### src/rtl/txstat_pkg.sv
package txstat_pkg;
  localparam int unsigned NUM_FIELDS = 4;

  typedef enum int unsigned {
    FLD_SINGLE = 0,
    FLD_MULTI  = 1,
    FLD_DEFER  = 2,
    FLD_EXCESS = 3
  } field_e;
endpackage

### src/rtl/txstat_classifier.sv
module txstat_classifier
  import txstat_pkg::*;
#(
  parameter int unsigned COLL_W = 5
) (
  input  logic              take,
  input  logic [COLL_W-1:0] collisions,
  input  logic              deferred,
  input  logic              excess_defer,
  output logic [NUM_FIELDS-1:0] bump
);
  localparam logic [COLL_W-1:0] ONE = COLL_W'(1);
  localparam logic [COLL_W-1:0] TWO = COLL_W'(2);

  always_comb begin
    bump             = '0;
    bump[FLD_SINGLE] = take && (collisions == ONE);
    bump[FLD_MULTI]  = take && (collisions >= TWO);
    bump[FLD_DEFER]  = take && deferred;
    bump[FLD_EXCESS] = take && excess_defer;
  end
endmodule

### src/rtl/txstat_sat_counter.sv
module txstat_sat_counter #(
  parameter int unsigned CNT_W = 4
) (
  input  logic             clk,
  input  logic             rst_n,
  input  logic             clr,
  input  logic             inc,
  output logic [CNT_W-1:0] value,
  output logic             at_max
);
  localparam logic [CNT_W-1:0] MAXV = {CNT_W{1'b1}};

  logic [CNT_W-1:0] base, nxt;

  always_comb begin
    base = clr ? '0 : value;
    nxt  = (inc && base != MAXV) ? base + CNT_W'(1) : base;
  end

  always_ff @(posedge clk or negedge rst_n) begin
    if (!rst_n) value <= '0;
    else        value <= nxt;
  end

  assign at_max = (value == MAXV);

  // a saturated counter stays saturated until a clear
  assert_no_wrap_R2: assert property (@(posedge clk) disable iff (!rst_n)
    ($past(value) == MAXV && !$past(clr)) |-> value == MAXV);

  // after a clear at most the same-cycle record remains
  assert_clear_R4: assert property (@(posedge clk) disable iff (!rst_n)
    $past(clr) |-> value <= CNT_W'(1));

  // at most one step per edge
  assert_one_step_R5: assert property (@(posedge clk) disable iff (!rst_n)
    !$past(clr) |-> (value == $past(value) || value == $past(value) + CNT_W'(1)));

  // no increment without a request
  assert_hold_R1: assert property (@(posedge clk) disable iff (!rst_n)
    (!$past(clr) && !$past(inc)) |-> $stable(value));
endmodule

### src/rtl/tx_stat_counters.sv
module tx_stat_counters
  import txstat_pkg::*;
#(
  parameter int unsigned CNT_W  = 4,
  parameter int unsigned COLL_W = 5
) (
  input  logic                        clk,
  input  logic                        rst_n,
  input  logic                        ev_valid,
  output logic                        ev_ready,
  input  logic [COLL_W-1:0]           ev_collisions,
  input  logic                        ev_deferred,
  input  logic                        ev_excess_defer,
  input  logic                        rd_stb,
  output logic                        rd_valid,
  output logic [NUM_FIELDS*CNT_W-1:0] rd_data,
  output logic                        irq
);
  localparam int unsigned DATA_W = NUM_FIELDS * CNT_W;

  logic                  take;
  logic [NUM_FIELDS-1:0] bump;
  logic [NUM_FIELDS-1:0] full;
  logic [DATA_W-1:0]     packed_now;
  logic                  ready_q;

  always_ff @(posedge clk or negedge rst_n) begin
    if (!rst_n) ready_q <= 1'b0;
    else        ready_q <= 1'b1;
  end
  assign ev_ready = ready_q;
  assign take     = ev_valid && ev_ready;

  txstat_classifier #(.COLL_W(COLL_W)) u_classify (
    .take         (take),
    .collisions   (ev_collisions),
    .deferred     (ev_deferred),
    .excess_defer (ev_excess_defer),
    .bump         (bump)
  );

  for (genvar g = 0; g < NUM_FIELDS; g++) begin : g_cnt
    txstat_sat_counter #(.CNT_W(CNT_W)) u_cnt (
      .clk    (clk),
      .rst_n  (rst_n),
      .clr    (rd_stb),
      .inc    (bump[g]),
      .value  (packed_now[g*CNT_W +: CNT_W]),
      .at_max (full[g])
    );
  end

  always_ff @(posedge clk or negedge rst_n) begin
    if (!rst_n) begin
      rd_valid <= 1'b0;
      rd_data  <= '0;
    end else begin
      rd_valid <= rd_stb;
      if (rd_stb) rd_data <= packed_now;
    end
  end

  assign irq = |full;

  // read data appears exactly one cycle after the strobe
  assert_rd_timing_R4: assert property (@(posedge clk) disable iff (!rst_n)
    $past(rd_stb) == rd_valid);

  // the clearing read leaves no counter saturated
  assert_irq_drop_R10: assert property (@(posedge clk) disable iff (!rst_n)
    rd_valid |-> !irq);

  // interrupt persists while no read intervenes
  assert_irq_hold_R3: assert property (@(posedge clk) disable iff (!rst_n)
    ($past(irq) && !$past(rd_stb)) |-> irq);

  // never back-pressure after the first cycle out of reset
  assert_ready_R1: assert property (@(posedge clk) disable iff (!rst_n)
    $past(rst_n) |-> ev_ready);
endmodule

### config.mk
export PLATFORM = sky130hd
export DESIGN_NAME = tx_stat_counters
export DESIGN_NICKNAME = d
export VERILOG_FILES = /design/src/rtl/txstat_pkg.sv /design/src/rtl/txstat_classifier.sv /design/src/rtl/txstat_sat_counter.sv /design/src/rtl/tx_stat_counters.sv
export SDC_FILE = /design/constraint.sdc
export NUM_CORES = 1
export LEC_CHECK = 0
export ABC_AREA = 1
export BUFFER_PORTS_ARGS = -buffer_cell sky130_fd_sc_hd__buf_2
export CAP_MARGIN = 30
export CORE_ASPECT_RATIO = 1.4
export CORE_MARGIN = 5
export CORE_UTILIZATION = 25
export DETAILED_ROUTE_END_ITERATION = 8
export SYNTH_ARGS = -nofsm -noshare
export SYNTH_HDL_FRONTEND = slang
export SYNTH_SLANG_ARGS = --single-unit
export TNS_END_PERCENT = 20
### constraint.sdc
create_clock -name clk -period 4 [get_ports clk]
set_clock_uncertainty 0.2 [all_clocks]
set_input_delay 0.8 -clock clk [delete_from_list [all_inputs] [get_ports clk]]
set_output_delay 0.8 -clock clk [all_outputs]
set_load 0.02 [all_outputs]
### Word level (Yosys, flattened, before mapping)

Cells that the tools add are included.

| cells by class | value |
|---|---|
| add/subtract/negate cells | 4 |
| multipliers | 0 |
| divide/modulo/power cells | 0 |
| $lt $le $gt $ge | 1 |
| equal/unequal tests | 9 |
| shift-type cells | 0 |
| multiplexer cells | 8 |
| bitwise operators | 0 |
| reductions and logical operators | 10 |

Operators by type and width:

| kind | number |
|---|---|
| 2-to-1 mux 4 bit | 8 |
| adder 4 x 1 -> 4 bit (second input constant) | 4 |
| == test 4 bit (second input constant) | 4 |
| != test 4 bit (second input constant) | 4 |
| logical AND 1 bit | 9 |
| == test 5 x 1 -> 1 bit (second input constant) | 1 |
| >= comparator 5 x 2 -> 1 bit (second input constant) | 1 |
| OR reduction 4 bit | 1 |

| storage, ports and cells | value |
|---|---|
| register bits | 34 |
| bits in latches | 0 |
| memory bits (writable) | 0 |
| bits in read-only memories | 0 |
| output and inout bits | 19 |
| logic and storage cells | 39 |
| memories kept | 0 |

### Depth between registers and ports, before layout

Gate-level depths: netlist of the first run.

| depth | value |
|---|---|
| word-level depth | 4 |
| depth in mapped cells | 12 |
| mapped depth without buffers | 10 |

### By module

From an unflattened synthesis of the first run, not the netlist that was laid out.

| second synthesis, totals | value |
|---|---|
| cells, all modules | 243 |
| area, all modules | 1850.5 sq um |

By module, submodules not included:

| module | times used | cells an instance | area each (sq um) |
|---|---|---|---|
| txstat_sat_counter | 4 | 39 | 272.8 |
| tx_stat_counters | 1 | 76 | 716.9 |
| txstat_classifier | 1 | 11 | 42.5 |

### Worst setup path before layout of the first run

Ideal clock, no wire load.

| path | value |
|---|---|
| path kind | in2reg |
| start | input rd_stb |
| end | register g_cnt[1].u_cnt.value[3] |
| arrival | 1802 ps |
| required time | 3684 ps |
| slack | 1882 ps |
| stages | 12 |
| buffers on the path | 2 |
| cells stage by stage | buf_6 > inv_8 > buf_6 > nand2_1 > inv_1 > ha_1 > nand2_1 > nor2_4 > nor2_1 > nand2_1 > nand2_1 > nand2_1 |

| on the way | value |
|---|---|
| longest elaborated chain between the ends | 4 |
| elaborated cells on any way between the ends | 5 |

Ends and longest elaborated chain:

| element | line | RTL |
|---|---|---|
| start: declaration | tx_stat_counters.sv:14 | `input logic rd_stb,` |
| 2-to-1 mux 4 bit * | txstat_sat_counter.sv:16 | `base = clr ? '0 : value;` |
| branches (longest 2 deep; another with adder 4 x 1 -> 4 bit) | - |  |
| 2-to-1 mux 4 bit * | txstat_sat_counter.sv:17 | `nxt = (inc && base != MAXV) ? base + CNT_W'(1) : base;` |
| via g_cnt[1].u_cnt.nxt[3] | txstat_sat_counter.sv:13 | `logic [CNT_W-1:0] base, nxt;` |
| end signal: assignment | txstat_sat_counter.sv:22 | `else value <= nxt;` |
| end: declaration | txstat_sat_counter.sv:8 | `output logic [CNT_W-1:0] value,` |

Mark *: on every way through the listed nets, which the timed path passes.
A chain may end at the register's enable or synchronous reset.

### Worst setup path in the final report of the first run

| path | value |
|---|---|
| start | input rd_stb |
| end | register g_cnt[1].u_cnt.value[0] |

The elaborated chain is that of the path after synthesis.

==> run_results.csv, run 1 <==
group,metric,value,unit
clock_tree,clkSlewWorstSetupHoldPaths,0.07,ns
critical_path,path_common_cell,"nand2_1",
cells_and_area,final_area,2070,um2
drt,first_pass_iters,4,
critical_path,slowest_stage,"buf_2",
critical_path,timing.critical_path.from_type,"input pin",
floorplanning,dieArea,8710,um2
pwr,power,0.711,mW
cells_and_area,utilization,0.302,
timing,setup_violations,0,
logic_synthesis,ys_types,20,
global_routing,grt_pass1_wl,6.40,mm
clock_tree,cts.sinks,34,
critical_path,cp.arrival,2.20,ns
timing,slew_headroom,0.501,
floorplanning,num_rows,36,
logic_synthesis,yosys_warnings,0,
drt,vias_per_cell,4.13,
cells_and_area,layout-drive-gt1-share,0.197,
logic_synthesis,syn_area,1730,um2
cells_and_area,area_delta_synth_final,19.5,%
cells_and_area,register_area,851,um2
flow_run,drv_cap,0,
place,port_buffers,29,
drt,routed_wl,3.61,mm
floorplanning,die_h,108,um
cells_and_area,multi_input_area,748,um2
global_routing,grt_max_degree,38,
pwr,leakagePower,1.20,nW
global_routing,antenna_found_initial,0,
critical_path,path_cells,"buf_2 -> inv_8 -> nand2_1 -> inv_1 -> ha_1 -> nand2_1 -> nor2_4 -> nor2_1 -> nand2_1 -> nand2_1 -> nand2_1",
pwr,ir_drop,0.106,mV
logic_synthesis,ys_seq_area_frac,0.492,
timing,fin_setup_tns,0,ns
critical_path,rr_worst_depth,8,
timing,finalHoldViolCount,0,
critical_path,path_class,"input pin to flop",
logic_synthesis,syn_inst,217,
floorplanning,ioPinCount,30,
timing,fmax,0.450,GHz
timing,fin_crit_sh,0.556,
critical_path,cp.required,3.98,ns
logic_synthesis,synth_largest_area_cell,"dfrtp_1",
clock_tree,clk_path_buf_depth,2,
pwr,p_per_area,344,nW/um2
cells_and_area,antenna_cells,0,
cells_and_area,nets,263,
logic_synthesis,ys_top_cells_by_area,"dfrtp_1 (49%), nand2_1 (22%), inv_1 (4.8%)",
critical_path,r2r_slack,2.47,ns
critical_path,critical_path.max_fanout,37,
critical_path,reg2reg_to,"g_cnt[3].u_cnt.value[2]",
critical_path,path_depth,11,
drt,route.detailed.wl_per_inst,10.5,um
critical_path,endpoint,"g_cnt[1].u_cnt.value[0]",
floorplanning,coreArea,6850,um2
timing,period_needed,2.22,ns
critical_path,cpPeakStageDelay,0.38,ns
global_routing,grt_overflow,0,
drt,via_count,1422,
timing,worstMarginPinSlew,0.748,ns
logic_synthesis,synth_fp_nets,232,
clock_tree,cts_tree,"yes",
status,outcome,"finished clean",
clock_tree,post-cts-setup-buffer-count,0,
timing,drv_slew,0,
critical_path,crit_start,"rd_stb",
critical_path,rr_startpoint,"g_cnt[3].u_cnt.value[1]",
clock_tree,hold_buffers,0,
drt,post-route-drc-count,0,
min_path,hold_class,"flop to flop",
place,dp.cells,336,
clock_tree,post_cts_resized,0,
clock_tree,clk_latency,0.29,ns
critical_path,crit_family,"buffers and inverters",
global_routing,grt_use_total,0.0925,
floorplanning,die_w,80.3,um
clock_tree,htreeDepth,2,
drt,antenna_left,0,
logic_synthesis,ys_ff_latch,34,
drt,drtIter0Drc,65,
place,gp_congestion,0.754,
cells_and_area,fin_cells,344,
clock_tree,cts-root-buf,"clkbuf_8",
logic_synthesis,synth_top_area_share,0.492,
critical_path,worstSetupEndpointType,"flop",
clock_tree,cts_buffers,5,
timing,rsz0062_at_grt,"no",
place,hpwl,2.72,mm
cells_and_area,fillers,766,
logic_synthesis,synth.avg_cell_area,7.97,um2
place,placed_cell_area,1960,um2
global_routing,grt_pass1_vias,1414,
critical_path,crit_buf_inv,3,
floorplanning,start_util,0.253,
[power by group]
part           switching [mW]  total, mW  internal, mW
clock                   0.123      0.297         0.174
sequential            0.00593      0.359         0.353
combinational          0.0397     0.0549        0.0152
[registers in the layout (all words and copies together), names as in the netlist]
register,count
ev_ready,1
g_cnt.u_cnt.value,16
rd_valid,1
rd_data,16
[cell families after synthesis]
| family | after synthesis | share of synthesized area |
|---|---|---|
| compound gates | 11 | 0.0318 |
| xor+xnor | 3 | 0.0152 |
| fa+ha+maj | 4 | 0.0289 |
| buf+inv | 28 | 0.0759 |
| flops | 34 | 0.492 |
| other cells | 1 | 0.00217 |
| simple gates | 136 | 0.354 |
[final cells by class]
| type | count | area share |
|---|---|---|
| Sequential cell | 34 | 0.412 |
| Multi-Input combinational cell | 155 | 0.362 |
| Timing Repair Buffer | 29 | 0.0702 |
| Tap cell | 95 | 0.0575 |
| Clock buffer | 8 | 0.0533 |
| Inverter | 23 | 0.0454 |
[worst register-to-register path: stages, from the launching register on]
cell and delay [ns]:
dfrtp_1 0.39, inv_1 0.08, nor2_1 0.06, ha_1 0.26
nand3_2 0.09, inv_1 0.04, nor2_1 0.21, nand2_1 0.09
nand2_1 0.06
[worst min-delay path by stage]
stage	cells past startpoint	slack [ns]	startpoint	endpoint
5_1_grt	2	0.29	rd_data[2]	rd_data[2]
4_1_cts	2	0.28	rd_data[6]	rd_data[6]
6_report	2	0.27	rd_data[6]	rd_data[6]
3_3_place_gp	2	0.25	rd_data[8]	rd_data[8]
2_1_floorplan	2	0.27	g_cnt[3].u_cnt.value[0]	rd_data[12]
3_5_place_dp	2	0.26	rd_data[6]	rd_data[6]
[synth_stat cells (all sizes together)]
cell	number
inv	23
nor2	14
ha	4
o21ai	11
buf	5
nand2	102
xnor2	3
nand3	12
conb	1
nand4	8
dfrtp	34
[metrics by stage]
stage / worst slack [ns] / hold WS (ns)
after floorplan: 1.88 / 0.271
after detailed placement: 1.48 / 0.257
after global placement: 1.52 / 0.253
final: 1.78 / 0.269
after global routing: 1.62 / 0.290
after CTS: 1.76 / 0.276
[layer usage]
layer,up-vias,wire length (um),GRT usage
met3,6,151,0.0150
met5,-,0,0
met2,32,1800,0.157
li1,730,-,-
met1,654,1580,0.112
met4,0,85,0.0459
[cells in the final DEF (no fill, tap or decap)]
| master | n |
|---|---|
| nand2_1 | 100 |
| dfrtp_1 | 34 |
| buf_2 | 29 |
| inv_1 | 22 |
| nand3_1 | 11 |
| clkbuf_8 | 8 |
| nor2_1 | 7 |
| nand4_1 | 7 |
| o21ai_0 | 7 |
| nor2_4 | 4 |
| o21ai_1 | 4 |
| ha_1 | 4 |
| xnor2_1 | 3 |
| nor2_2 | 3 |
| nand3_2 | 1 |
| inv_8 | 1 |
| nand2_2 | 1 |
| nand2_4 | 1 |
| nand4_4 | 1 |
| conb_1 | 1 |
No activity file was read; power rests on OpenSTA's default activity.
==> run 2: changes to the inputs <==
--- a/config.mk
+++ b/config.mk
@@ -5,7 +5,7 @@
 export SDC_FILE = /design/constraint.sdc
 export NUM_CORES = 1
 export LEC_CHECK = 0
-export ABC_AREA = 1
+export ABC_AREA = 0
 export BUFFER_PORTS_ARGS = -buffer_cell sky130_fd_sc_hd__buf_2
 export CAP_MARGIN = 30
 export CORE_ASPECT_RATIO = 1.4
==> constraint.sdc (replaced) <==
create_clock -name clk -period 2.15 [get_ports clk]
set_clock_uncertainty 0.2 [all_clocks]
set_input_delay 0.43 -clock clk [delete_from_list [all_inputs] [get_ports clk]]
set_output_delay 0.43 -clock clk [all_outputs]
set_load 0.02 [all_outputs]
==> run_results.csv, run 2 <==
group,metric,value,unit
cells_and_area,reg_top3,"g_cnt.u_cnt.value (16), rd_data (16)",
drt,post-route-drc-count,0,
clock_tree,htreeDepth,2,
floorplanning,die_h,104,um
global_routing,grt_util_met3,0.0442,
cells_and_area,final_common_cell,"dfrtp_1",
place,hpwl,2.34,mm
timing,period_needed,2.03,ns
clock_tree,cts.sinks,34,
timing,worstMarginPinSlew,0.745,ns
drt,via_count,1072,
logic_synthesis,async_flop_share,1.00,
cells_and_area,fillers,629,
critical_path,crit_family,"flip-flops",
drt,antenna_left,0,
timing,hold_ws,0.0106,ns
global_routing,grt_util_met1,0.100,
floorplanning,start_util,0.256,
critical_path,worstSetupEndpointType,"output port",
global_routing,grt_pass1_wl,5.48,mm
pwr,seqPwrFrac,0.531,
place,gp_congestion,0.744,
logic_synthesis,synth.most_common_cell,"dfrtp_1",
clock_tree,clk_latency,0.28,ns
logic_synthesis,synth_simple_gate_area_frac,0.170,
drt,routed_wl,3.11,mm
clock_tree,hold_buffers,0,
cells_and_area,layout-drive-gt1-share,0.396,
pwr,swShare,0.233,
timing,setup_violations,0,
critical_path,critical_path.max_fanout,3,
clock_tree,cts_tree,"yes",
timing,finalHoldViolCount,0,
logic_synthesis,syn_area,1590,um2
logic_synthesis,synthAdderAreaFrac,0.0315,
logic_synthesis,synth_top_family_by_area,"simple AND/OR/NAND/NOR gates",
timing,fin_crit_sh,0.946,
critical_path,cp.arrival,1.40,ns
logic_synthesis,synth.avg_cell_area,12.7,um2
place,port_buffers,29,
timing,drv_slew,0,
pwr,p_comb_frac,0.096,
clock_tree,clk_path_buf_depth,2,
pwr,leakagePower,0.987,nW
clock_tree,post_cts_resized,0,
logic_synthesis,synth_fp_nets,140,
drt,vias_per_cell,4.54,
cells_and_area,nets,178,
flow_run,drv_cap,0,
global_routing,use_met2,0.131,
logic_synthesis,synth_common_cells,"dfrtp_1 (34), mux2_2 (18), nor2b_1 (9), nand2b_1 (5), xnor2_1 (5)",
critical_path,path_class,"flop to output port",
pwr,ir_drop,0.169,mV
global_routing,top_usage_layer,"met2",
global_routing,grt_use_total,0.0861,
cells_and_area,utilization,0.316,
logic_synthesis,ys_types,39,
critical_path,path_cells,"and3_1 -> a221o_1 -> buf_2",
global_routing,grt_overflow,0,
global_routing,antenna_found_initial,0,
logic_synthesis,synth.area.mux_share,0.154,
floorplanning,coreArea,6210,um2
clock_tree,cts_buffers,5,
logic_synthesis,synth-edff-count,0,
floorplanning,die_w,77.4,um
drt,first_pass_iters,3,
drt,route.detailed.wl_per_inst,13.2,um
cells_and_area,area_delta_synth_final,23.5,%
drt,drtIter0Drc,34,
critical_path,slowest_stage,"dfrtp_1",
timing,fmax,0.492,GHz
logic_synthesis,yosys_warnings,0,
timing,slew_headroom,0.503,
critical_path,timing.critical_path.from_type,"flop",
logic_synthesis,ys_seq_area_frac,0.535,
floorplanning,ioPinCount,30,
min_path,hold_class,"input pin to asynchronous set/reset pin",
clock_tree,cts-root-buf,"clkbuf_8",
floorplanning,dieArea,8080,um2
critical_path,cp.required,1.52,ns
global_routing,grt_pass1_vias,1105,
floorplanning,num_rows,34,
cells_and_area,antenna_cells,0,
pwr,p_per_area,646,nW/um2
pwr,intPower,0.975,mW
pwr,pwr-share-clk,0.373,
global_routing,grt_max_degree,35,
logic_synthesis,ys_ff_latch,34,
cells_and_area,final_cell_mix,"dfrtp_1 (34), buf_2 (29), mux2_2 (18)",
timing,fin_setup_tns,0,ns
timing,rsz0062_at_grt,"no",
logic_synthesis,synth_compound_area_frac,0.0551,
clock_tree,clkSlewWorstSetupHoldPaths,0.07,ns
critical_path,cpPeakStageDelay,0.38,ns
critical_path,crit_buf_inv,1,
logic_synthesis,syn_inst,125,
pwr,p_sw,0.295,mW
status,outcome,"finished clean",
logic_synthesis,ys_top_cells_by_area,"dfrtp_1 (54%), mux2_2 (13%), nor2b_1 (3.5%)",
clock_tree,post-cts-setup-buffer-count,0,
logic_synthesis,synth_largest_area_cell,"dfrtp_1",
logic_synthesis,synth_ff_type,"dfrtp_1",
logic_synthesis,synth_top_area_share,0.535,
logic_synthesis,synth_xor_area_frac,0.0330,
[run 2: routing by layer]
metal | up-vias | share of wire
met5 | - | 0
met4 | 0 | 0.011
met3 | 5 | 0.083
met2 | 29 | 0.49
met1 | 519 | 0.42
li1 | 519 | -
[run 2: cell families after synthesis]
family          after synthesis
xor+xnor                      6
fa+ha+maj                     4
buf+inv                       6
flops                        34
compound gates               12
mux                          22
simple gates                 40
other cells                   1
[run 2: cell type report]
class                   count  area, um2  share of cell area
well taps                  72       90.1              0.0459
inverters                   2       7.51             0.00382
clock buffers               7       86.3              0.0439
clock inverters             1       5.00             0.00255
multi-input cells          85        709               0.361
flip-flops and latches     34        851               0.433
repair buffers             35        215               0.110
[run 2: power groups by stage]
stage               combinational (mW)  clock [mW]  sequential (mW)
floorplan                       0.0509           0            0.701
global placement                 0.125           0            0.686
detailed placement               0.126           0            0.687
CTS                              0.126       0.498            0.675
global route                     0.137       0.529            0.677
finish                           0.122       0.473            0.674
[run 2: stage by stage]
step	std cells	area, um2	worst slack (ns)	power, mW
floorplan	125	1590	0.0628	0.751
global placement	228	1870	0.0701	0.811
detailed placement	228	1870	0.0548	0.813
CTS	236	1960	0.0856	1.30
global route	236	1960	0.0550	1.34
finish	236	1960	0.117	1.27
[run 2: final timing paths]
kind	startpoint	to	slack, ns	cells after the start
worst max-delay path	g_cnt[1].u_cnt.value[0]	irq	0.12	3
worst min-delay path	rst_n	g_cnt[3].u_cnt.value[0]	0.01	1
worst max register to register	g_cnt[0].u_cnt.value[1]	g_cnt[0].u_cnt.value[1]	0.22	5
worst min register to register	rd_data[0]	rd_data[0]	0.30	1
max in group asynchronous	rst_n	rd_data[11]	1.26	1
min in group clk	ev_deferred	g_cnt[2].u_cnt.value[2]	0.28	3
==> run 3: changes to the inputs <==
--- a/config.mk
+++ b/config.mk
@@ -8,10 +8,13 @@
 export ABC_AREA = 0
 export BUFFER_PORTS_ARGS = -buffer_cell sky130_fd_sc_hd__buf_2
 export CAP_MARGIN = 30
+export CELL_PAD_IN_SITES_DETAIL_PLACEMENT = 1
+export CELL_PAD_IN_SITES_GLOBAL_PLACEMENT = 1
 export CORE_ASPECT_RATIO = 1.4
 export CORE_MARGIN = 5
 export CORE_UTILIZATION = 25
 export DETAILED_ROUTE_END_ITERATION = 8
+export PLACE_DENSITY_LB_ADDON = 0.1
 export SYNTH_ARGS = -nofsm -noshare
 export SYNTH_HDL_FRONTEND = slang
 export SYNTH_SLANG_ARGS = --single-unit
==> run_results.csv, run 3 (same netlist as run 2, synthesis figures left out) <==
group,metric,value,unit
status,outcome,"finished clean",
timing,period_needed,2.05,ns
min_path,hold_class,"input pin to flop",
clock_tree,clk_latency,0.28,ns
floorplanning,coreArea,6210,um2
pwr,leakagePower,1.01,nW
clock_tree,post-cts-setup-buffer-count,0,
drt,via_count,1124,
place,preCtsSetupSlack,0.00738,ns
cells_and_area,final_cell_mix,"dfrtp_1 (34), buf_2 (28), mux2_2 (18)",
cells_and_area,final_area,2000,um2
timing,finalHoldViolCount,0,
timing,fin_setup_tns,0,ns
floorplanning,num_rows,34,
global_routing,use_met2,0.163,
global_routing,top_usage_layer,"met2",
clock_tree,clkSlewWorstSetupHoldPaths,0.07,ns
drt,first_pass_iters,3,
critical_path,endpoint,"irq",
critical_path,cp.arrival,1.42,ns
floorplanning,ioPinCount,30,
critical_path,reg2reg_to,"g_cnt[0].u_cnt.value[1]",
global_routing,grt_util_met1,0.112,
clock_tree,htreeDepth,2,
global_routing,grt_use_total,0.0961,
global_routing,grt_util_met3,0.0277,
clock_tree,cts_buffers,5,
global_routing,grt_max_degree,35,
flow_run,drv_cap,0,
place,hpwl,2.85,mm
floorplanning,die_h,104,um
timing,fin_crit_sh,0.953,
timing,rsz0062_at_grt,"no",
floorplanning,start_util,0.256,
global_routing,grt_pass1_wl,6.16,mm
timing,fmax,0.488,GHz
drt,post-route-drc-count,0,
critical_path,cp.required,1.52,ns
place,port_buffers,29,
cells_and_area,final_common_cell,"dfrtp_1",
place,placed_cell_area,1890,um2
drt,drtIter0Drc,34,
critical_path,path_class,"flop to output port",
cells_and_area,layout-drive-gt1-share,0.414,
floorplanning,dieArea,8080,um2
clock_tree,cts.sinks,34,
timing,setup_ws,0.100,ns
clock_tree,cts_tree,"yes",
drt,routed_wl,3.71,mm
cells_and_area,antenna_cells,0,
critical_path,path_cells,"buf_4 -> nand4_1 -> o21ai_2 -> a221o_1 -> buf_4",
critical_path,r2r_slack,0.17,ns
critical_path,worstSetupEndpointType,"output port",
global_routing,antenna_found_initial,0,
critical_path,rr_worst_depth,5,
critical_path,path_common_cell,"buf_4",
drt,route.detailed.wl_per_inst,15.4,um
timing,drv_slew,0,
critical_path,critical_path.max_fanout,3,
clock_tree,cts-root-buf,"clkbuf_8",
cells_and_area,nets,183,
critical_path,cpPeakStageDelay,0.38,ns
global_routing,grt_overflow,0,
pwr,ir_drop,0.208,mV
cells_and_area,reg_top3,"g_cnt.u_cnt.value (16), rd_data (16)",
pwr,power,1.29,mW
cells_and_area,area_delta_synth_final,25.6,%
cells_and_area,utilization,0.322,
critical_path,crit_start,"g_cnt[0].u_cnt.value[1]",
global_routing,grt_pass1_vias,1239,
drt,antenna_left,0,
timing,setup_violations,0,
pwr,p_per_area,645,nW/um2
critical_path,rr_startpoint,"g_cnt[0].u_cnt.value[0]",
drt,vias_per_cell,4.66,
critical_path,timing.critical_path.from_type,"flop",
cells_and_area,fillers,701,
critical_path,slowest_stage,"dfrtp_1",
clock_tree,clk_path_buf_depth,2,
place,gp_congestion,0.708,
floorplanning,die_w,77.4,um
==> run 3: final cells by class <==
type / count / area (um2) / share of cell area
repair buffers: 40 / 245 / 0.123
clock inverters: 1 / 5.00 / 0.00250
well taps: 72 / 90.1 / 0.0451
clock buffers: 7 / 86.3 / 0.0432
inverters: 2 / 7.51 / 0.00376
multi-input cells: 85 / 713 / 0.357
flip-flops and latches: 34 / 851 / 0.426
==> run 3: worst max-delay path, delay by kind of cell (launching register included) <==
kind,cells,cell delay [ns]
buffers and inverters,2,0.31
DFF,1,0.38
AOI/OAI and AO/OA,2,0.35
and+or+nand+nor,1,0.10
==> run 3: report_power, final <==
group / leakage (nW) / internal (mW) / switching, mW
combinational: 0.496 / 0.0574 / 0.0707
sequential: 0.463 / 0.661 / 0.0139
clock: 0.0482 / 0.258 / 0.226
total: 1.01 / 0.977 / 0.311
==> run 3: how the worst min path moves through the flow <==
stage,slack (ns),from,cells past startpoint,to
final,0.26,ev_deferred,3,g_cnt[2].u_cnt.value[2]
after global routing,0.27,ev_deferred,3,g_cnt[2].u_cnt.value[2]
after CTS,0.26,ev_deferred,3,g_cnt[2].u_cnt.value[2]
after detailed placement,0.29,rd_data[15],1,rd_data[15]
after global placement,0.28,rd_data[15],1,rd_data[15]
after floorplan,-0.07,rst_n,0,ev_ready
==> run 3: what timing repair did <==
| action | in CTS | in global routing |
|---|---|---|
| hold buffers | 1 | 0 |
| endpoints found under the setup margin | 1 | 1 |
| gates resized for setup | 1 | 2 |
| pin swaps | 0 | 0 |
| hold endpoints to repair | 19 | 0 |
==> run 3: metrics by stage <==
| step | instances | hold WS (ns) |
|---|---|---|
| 2_1_floorplan | 125 | -0.0656 |
| 3_3_place_gp | 232 | 0.284 |
| 3_5_place_dp | 232 | 0.295 |
| 4_1_cts | 241 | 0.256 |
| 5_1_grt | 241 | 0.274 |
| 6_report | 241 | 0.263 |
==> run 3: routing by layer <==
layer	share of wire	vias to the layer above
met1	0.43	560
met5	0	-
met4	0.018	0
li1	-	531
met3	0.038	5
met2	0.52	28
